## config.mk

```make
export PLATFORM = sky130hd
export DESIGN_NAME = rx_addr_filter
export DESIGN_NICKNAME = d
export VERILOG_FILES = /design/src/rtl/rx_addr_filter_pkg.sv /design/src/rtl/rx_addr_filter_ctrl.sv /design/src/rtl/rx_addr_filter_dp.sv /design/src/rtl/rx_addr_filter.sv
export SDC_FILE = /design/constraint.sdc
export NUM_CORES = 1
export LEC_CHECK = 0
export BUFFER_PORTS_ARGS = -buffer_cell sky130_fd_sc_hd__buf_2
export CORE_MARGIN = 10
export CORE_UTILIZATION = 30
export CTS_BUF_LIST = sky130_fd_sc_hd__clkbuf_8
export CTS_CLUSTER_SIZE = 8
export DETAILED_ROUTE_END_ITERATION = 10
export HOLD_SLACK_MARGIN = 0.06
export PLACE_DENSITY = 0.43
export SKIP_LAST_GASP = 1
export SLEW_MARGIN = 5
export SYNTH_ARGS = -nofsm -noshare
export SYNTH_HDL_FRONTEND = slang
export SYNTH_SLANG_ARGS = --single-unit
```

## constraint.sdc

```tcl
create_clock -name clk -period 2.76 [get_ports clk]
set_clock_uncertainty 0.2 [all_clocks]
set_input_delay 0.138 -clock clk [delete_from_list [all_inputs] [get_ports clk]]
set_output_delay 0.138 -clock clk [all_outputs]
set_load 0.005 [all_outputs]
```

## src/rtl/rx_addr_filter_pkg.sv

```systemverilog
package rx_addr_filter_pkg;

  localparam int ADDR_BYTES = 6;

  // register select codes on the configuration port
  typedef enum logic [2:0] {
    SEL_FILT = 3'd0,
    SEL_MAC  = 3'd1,
    SEL_CMD  = 3'd2,
    SEL_STA0 = 3'd4,
    SEL_STA1 = 3'd5,
    SEL_STA2 = 3'd6
  } cfgSel_e;

  // bit positions inside the control registers
  localparam int FILT_BCAST_BIT  = 1;
  localparam int FILT_PERF_BIT   = 5;
  localparam int MAC_RXEN_BIT    = 0;
  localparam int MAC_PASSALL_BIT = 1;
  localparam int CMD_RXEN_BIT    = 0;
  localparam int CMD_RUNT_BIT    = 6;

  // strobes from control to datapath
  typedef struct packed {
    logic       clrFlags;
    logic       cmpEn;
    logic [2:0] cmpIdx;
    logic       decide;
    logic       isShort;
    logic       addrFull;
  } ctrlStrb_t;

endpackage

```

## src/rtl/rx_addr_filter_ctrl.sv

```systemverilog
module rx_addr_filter_ctrl
  import rx_addr_filter_pkg::*;
#(
  parameter int MIN_FRAME = 64,
  parameter int CNT_W     = 12
) (
  input  logic      clk,
  input  logic      rstN,
  input  logic      frmStart,
  input  logic      byteValid,
  input  logic      frmEnd,
  output ctrlStrb_t strb
);

  localparam logic [CNT_W-1:0] CNT_MAX  = {CNT_W{1'b1}};
  localparam logic [CNT_W-1:0] MIN_C    = CNT_W'(MIN_FRAME);
  localparam logic [CNT_W-1:0] ADDR_C   = CNT_W'(ADDR_BYTES);

  logic [CNT_W-1:0] byteCnt;

  // byte counter: cleared at start, saturating
  always_ff @(posedge clk) begin
    if (!rstN) begin
      byteCnt <= '0;
    end else if (frmStart) begin
      byteCnt <= '0;
    end else if (byteValid && (byteCnt != CNT_MAX)) begin
      byteCnt <= byteCnt + 1'b1;
    end
  end

  always_comb begin
    strb          = '0;
    strb.clrFlags = frmStart;
    strb.cmpEn    = byteValid && !frmStart && (byteCnt < ADDR_C);
    strb.cmpIdx   = byteCnt[2:0];
    strb.decide   = frmEnd && !frmStart;
    strb.isShort  = byteCnt < MIN_C;
    strb.addrFull = byteCnt >= ADDR_C;
  end

  // start strobe restarts the count
  assert_cnt_clear_R8: assert property (@(posedge clk) disable iff (!rstN)
    frmStart |=> (byteCnt == '0));

  // counter holds at its maximum
  assert_cnt_sat_R10: assert property (@(posedge clk) disable iff (!rstN)
    (byteCnt == CNT_MAX && byteValid && !frmStart) |=> (byteCnt == CNT_MAX));

endmodule

```

## src/rtl/rx_addr_filter_dp.sv

```systemverilog
module rx_addr_filter_dp
  import rx_addr_filter_pkg::*;
(
  input  logic        clk,
  input  logic        rstN,
  input  logic        cfgWrEn,
  input  logic [2:0]  cfgSel,
  input  logic [15:0] cfgWrData,
  input  logic [7:0]  byteData,
  input  ctrlStrb_t   strb,
  output logic        decValid,
  output logic        decAccept
);

  logic [15:0] staReg [3];
  logic [15:0] filtReg;
  logic [15:0] macReg;
  logic [15:0] cmdReg;
  logic [7:0]  staBytes [8];
  logic        matchFlag;
  logic        bcastFlag;
  logic        rxOn;
  logic        lenOk;
  logic        addrOk;
  logic        acceptNow;

  // configuration registers
  always_ff @(posedge clk) begin
    if (!rstN) begin
      staReg[0] <= '0;
      staReg[1] <= '0;
      staReg[2] <= '0;
      filtReg   <= '0;
      macReg    <= '0;
      cmdReg    <= '0;
    end else if (cfgWrEn) begin
      case (cfgSel_e'(cfgSel))
        SEL_FILT: filtReg   <= cfgWrData;
        SEL_MAC:  macReg    <= cfgWrData;
        SEL_CMD:  cmdReg    <= cfgWrData;
        SEL_STA0: staReg[0] <= cfgWrData;
        SEL_STA1: staReg[1] <= cfgWrData;
        SEL_STA2: staReg[2] <= cfgWrData;
        default: ;
      endcase
    end
  end

  // station byte k lives in word 2-k/2, low half for even k
  for (genvar g = 0; g < 8; g++) begin : g_staByte
    if (g < ADDR_BYTES) begin : g_real
      assign staBytes[g] = staReg[2 - g/2][8*(g%2) +: 8];
    end else begin : g_pad
      assign staBytes[g] = 8'h00;
    end
  end

  // running comparison flags
  always_ff @(posedge clk) begin
    if (!rstN) begin
      matchFlag <= 1'b0;
      bcastFlag <= 1'b0;
    end else if (strb.clrFlags) begin
      matchFlag <= 1'b1;
      bcastFlag <= 1'b1;
    end else if (strb.cmpEn) begin
      matchFlag <= matchFlag && (byteData == staBytes[strb.cmpIdx]);
      bcastFlag <= bcastFlag && (byteData == 8'hFF);
    end
  end

  always_comb begin
    rxOn   = cmdReg[CMD_RXEN_BIT] && macReg[MAC_RXEN_BIT];
    lenOk  = !strb.isShort || cmdReg[CMD_RUNT_BIT];
    addrOk = macReg[MAC_PASSALL_BIT] ||
             (strb.addrFull &&
              ((filtReg[FILT_PERF_BIT]  && matchFlag) ||
               (filtReg[FILT_BCAST_BIT] && bcastFlag)));
    acceptNow = rxOn && lenOk && addrOk;
  end

  always_ff @(posedge clk) begin
    if (!rstN) begin
      decValid  <= 1'b0;
      decAccept <= 1'b0;
    end else begin
      decValid  <= strb.decide;
      decAccept <= strb.decide && acceptNow;
    end
  end

  // acceptance needs both receive enables
  assert_rx_gate_R7: assert property (@(posedge clk) disable iff (!rstN)
    decAccept |-> $past(cmdReg[CMD_RXEN_BIT] && macReg[MAC_RXEN_BIT]));

  // a short frame is accepted only with runt pass
  assert_runt_R6: assert property (@(posedge clk) disable iff (!rstN)
    decAccept |-> ($past(!strb.isShort) || $past(cmdReg[CMD_RUNT_BIT])));

  // without pass-all the address must be complete
  assert_addr_full_R5: assert property (@(posedge clk) disable iff (!rstN)
    (decAccept && !$past(macReg[MAC_PASSALL_BIT])) |-> $past(strb.addrFull));

endmodule

```

## src/rtl/rx_addr_filter.sv

```systemverilog
module rx_addr_filter
  import rx_addr_filter_pkg::*;
#(
  parameter int MIN_FRAME = 64,
  parameter int CNT_W     = 12
) (
  input  logic        clk,
  input  logic        rstN,
  input  logic        cfgWrEn,
  input  logic [2:0]  cfgSel,
  input  logic [15:0] cfgWrData,
  input  logic        frmStart,
  input  logic        byteValid,
  input  logic [7:0]  byteData,
  input  logic        frmEnd,
  output logic        decValid,
  output logic        decAccept
);

  ctrlStrb_t strb;

  rx_addr_filter_ctrl #(
    .MIN_FRAME (MIN_FRAME),
    .CNT_W     (CNT_W)
  ) ctrl_i (
    .clk       (clk),
    .rstN      (rstN),
    .frmStart  (frmStart),
    .byteValid (byteValid),
    .frmEnd    (frmEnd),
    .strb      (strb)
  );

  rx_addr_filter_dp dp_i (
    .clk       (clk),
    .rstN      (rstN),
    .cfgWrEn   (cfgWrEn),
    .cfgSel    (cfgSel),
    .cfgWrData (cfgWrData),
    .byteData  (byteData),
    .strb      (strb),
    .decValid  (decValid),
    .decAccept (decAccept)
  );

  // decision follows an end strobe by one cycle
  assert_dec_pulse_R9: assert property (@(posedge clk) disable iff (!rstN)
    decValid |-> $past(frmEnd));

  // accept only together with valid
  assert_acc_valid_R9: assert property (@(posedge clk) disable iff (!rstN)
    decAccept |-> decValid);

endmodule

```

==> flow_summary.json <==
{
  "dp_hpwl_um": 4971,
  "antenna_found_initial": 0,
  "p_leak_nw": 1.413,
  "first_pass_iters": 4,
  "cp-end-kind": "flop",
  "startpoint": "ctrl_i.byteCnt[2]$_SDFFE_PP0P_",
  "grt_remaining_overflow": 0,
  "num_rows": 37,
  "arrival_ns": 2.58,
  "synth_area_leaders": "edfxtp_1 44%, dfxtp_1 14%, mux2i_1 8.3%",
  "crit_path_start_kind": "flop",
  "cts.path.max_buffers": 2,
  "synth-edff-count": 48,
  "synth_top_area_share_pct": 44.34,
  "die_y_um": 124.1,
  "root_buffer": "clkbuf_8",
  "synthDistinctLibCells": 37,
  "crit_type": "reg -> reg",
  "wl_per_cell_um": 15.14,
  "report.final.slew_viol_count": 0,
  "io_buffers": 34,
  "setup_slack_ns": 0.2239,
  "die_w_um": 124.1,
  "nets": 377,
  "ios": 35,
  "hp-class": "in -> reg",
  "area_growth_pct": 24.25,
  "syn_avg_cell_area_um2": 11.78,
  "min_period_over_period_pct": 91.89,
  "async_flop_share_pct": 0,
  "cap_violations": 0,
  "worst_slew_pin_slew_ns": 0.7402,
  "ys_seq_area_share_pct": 57.89,
  "ys_ff_latch": 70,
  "gp_congestion": 0.7631,
  "diodes": 0,
  "synthCells": 276,
  "fin_setup_tns_ns": 0,
  "drive_gt1_share_pct": 16.38,
  "cp_max_fo": 16,
  "place_ws_ns": 0.2611,
  "antenna_left": 0,
  "drt_iter0_markers": 115,
  "syn-cell-area_um2": 3251,
  "clk_latency_ns": 0.35,
  "yosys_warnings": 0,
  "synth_flop_cell": "edfxtp_1",
  "syn_nets": 310,
  "required_ns": 2.80,
  "max_stage_delay_ns": 0.62,
  "placed_area_um2": 3578,
  "power_density_nw_per_um2": 549.2,
  "rsz0062_at_grt": "no",
  "cp_slowest_cell": "a2111oi_0",
  "clk_pin_slew_ns": 0.08,
  "drc": 0,
  "post-synth-top-area-cell": "edfxtp_1",
  "path_cells": "a2111oi_0 > and3_1 > o211ai_1 > a21oi_1 > dlygate4sd3_1 > nor2b_1",
  "grt_pass1_wl_um": 11730,
  "fp.dieArea_um2": 15400,
  "synth_commonest_cells": "48 x edfxtp_1, 27 x mux2i_1, 22 x dfxtp_1, 22 x nor2_1, 20 x xnor2_1",
  "synth.most_common_cell": "edfxtp_1",
  "detail_route.vias_per_cell": 4.597,
  "hold_start": "cfgSel[0]",
  "grt_use_total_pct": 9.955,
  "design_area_um2": 4039,
  "grt_max_degree": 37,
  "grt_pass1_vias": 2309,
  "hold_viol": 0,
  "r2r_start": "ctrl_i.byteCnt[2]$_SDFFE_PP0P_",
  "min_period_ns": 2.536,
  "vias": 2225,
  "fmax_mhz": 394.3,
  "core_area_um2": 10460,
  "outcome": "completed",
  "cts_resized": 0,
  "peakVddDrop_uv": 258.2,
  "maxSlewHeadroom_pct": 50.59,
  "finalWirelength_um": 7330,
  "cts.sinks": 70,
  "setup_viol": 0,
  "initial_core_util_pct": 31.07,
  "htreeDepth": 3,
  "tritoncts": "done",
  "cts_buffers": 9
}
==> path summary, 6_finish.rpt <==
kind	slack, ns	cells after the start	to
worst max register to register	0.22	6	dp_i.bcastFlag$_SDFFE_PN0P_
worst max-delay path	0.22	6	dp_i.bcastFlag$_SDFFE_PN0P_
worst min-delay path	0.14	5	dp_i.cmdReg[0]$_SDFFE_PN0P_
worst min register to register	0.26	2	dp_i.decAccept$_SDFF_PN0_
==> cell usage in the layout, fill, tap and decap left out, types with 4 or more instances in the layout <==
cell / instances
xnor2_1: 20
nand2_1: 11
a21boi_0: 4
nor2_1: 22
inv_1: 4
nand2b_1: 5
nand4_1: 5
a21oi_1: 4
buf_4: 5
dlygate4sd3_1: 27
mux2i_1: 27
nand3_1: 5
o21ai_0: 15
buf_2: 34
xor2_1: 6
and3_1: 10
edfxtp_1: 48
and2_1: 17
dfxtp_1: 22
clkbuf_8: 9
or3_1: 10
o22ai_1: 11
==> sequential cells by signal (all words and copies together) (netlist names) <==
register,count
dp_i.filtReg,2
ctrl_i.byteCnt,12
dp_i.macReg,2
dp_i.matchFlag,1
dp_i.cmdReg,2
dp_i.staReg,48
dp_i.decValid,1
dp_i.decAccept,1
dp_i.bcastFlag,1
==> per-stage QoR <==
step / total power, W / std cells / utilization, % / hold WS (ns)
3_5_place_dp: 0.001423 / 441 / 34.20 / 0.1862
5_1_grt: 0.002329 / 484 / 38.60 / 0.1695
4_1_cts: 0.002249 / 484 / 38.60 / 0.1273
6_report: 0.002218 / 484 / 38.60 / 0.1423
3_3_place_gp: 0.001422 / 441 / 34.20 / 0.1795
2_1_floorplan: 0.001341 / 276 / - / 0.05725
==> layer usage <==
layer / share of wire, % / track usage, % / routed length (µm)
met4: 1.0 / 2.590 / 76
met3: 4.5 / 3.710 / 333
met1: 45 / 11.75 / 3296
met2: 49 / 16.70 / 3623
met5: 0 / 0 / 0
==> layout make-up <==
class | count | area [µm²]
Clock buffer | 9 | 123.9
Clock inverter | 7 | 66.31
Fill cell | 1084 | 6424
Inverter | 3 | 11.26
Multi-Input combinational cell | 192 | 1287
Sequential cell | 70 | 1882
Tap cell | 136 | 170.2
Timing Repair Buffer | 67 | 498.0
==> kinds of logic (layout without fill, tap and decap cells) <==
logic type / count (synthesis) / count (layout) / synth area share [%]
buffers and inverters: 14 / 86 / 2.656
and+or+nand+nor: 96 / 96 / 15.86
xor gates and xnor gates: 26 / 26 / 7.005
AOI/OAI and AO/OA: 42 / 42 / 7.891
adders and majority gates: 1 / 1 / 0.3848
muxes: 27 / 27 / 8.314
DFF: 70 / 70 / 57.89
==> worst max-delay path, delay by kind of cell (launching register included) <==
| family | cells | cell delay [ns] |
|---|---|---|
| AOI/OAI and AO/OA | 3 | 0.87 |
| buffers and inverters | 1 | 0.56 |
| and+or+nand+nor | 2 | 0.34 |
| DFF | 1 | 0.47 |
==> report_power, final <==
group	switching, W	internal [W]	total (W)	leakage, nW
clock	0.000387	0.000411	0.000797	0.0941
combinational	0.000111	0.000109	0.000220	0.677
sequential	0.0000202	0.00118	0.00120	0.643
total	0.000519	0.00170	0.00222	1.41
==> repair_timing <==
action | 4_1_cts | 5_1_grt
buffers inserted | 0 | 0
hold endpoints to repair | 58 | 0
hold buffers | 27 | 0
(Power assumes the default switching activity.)
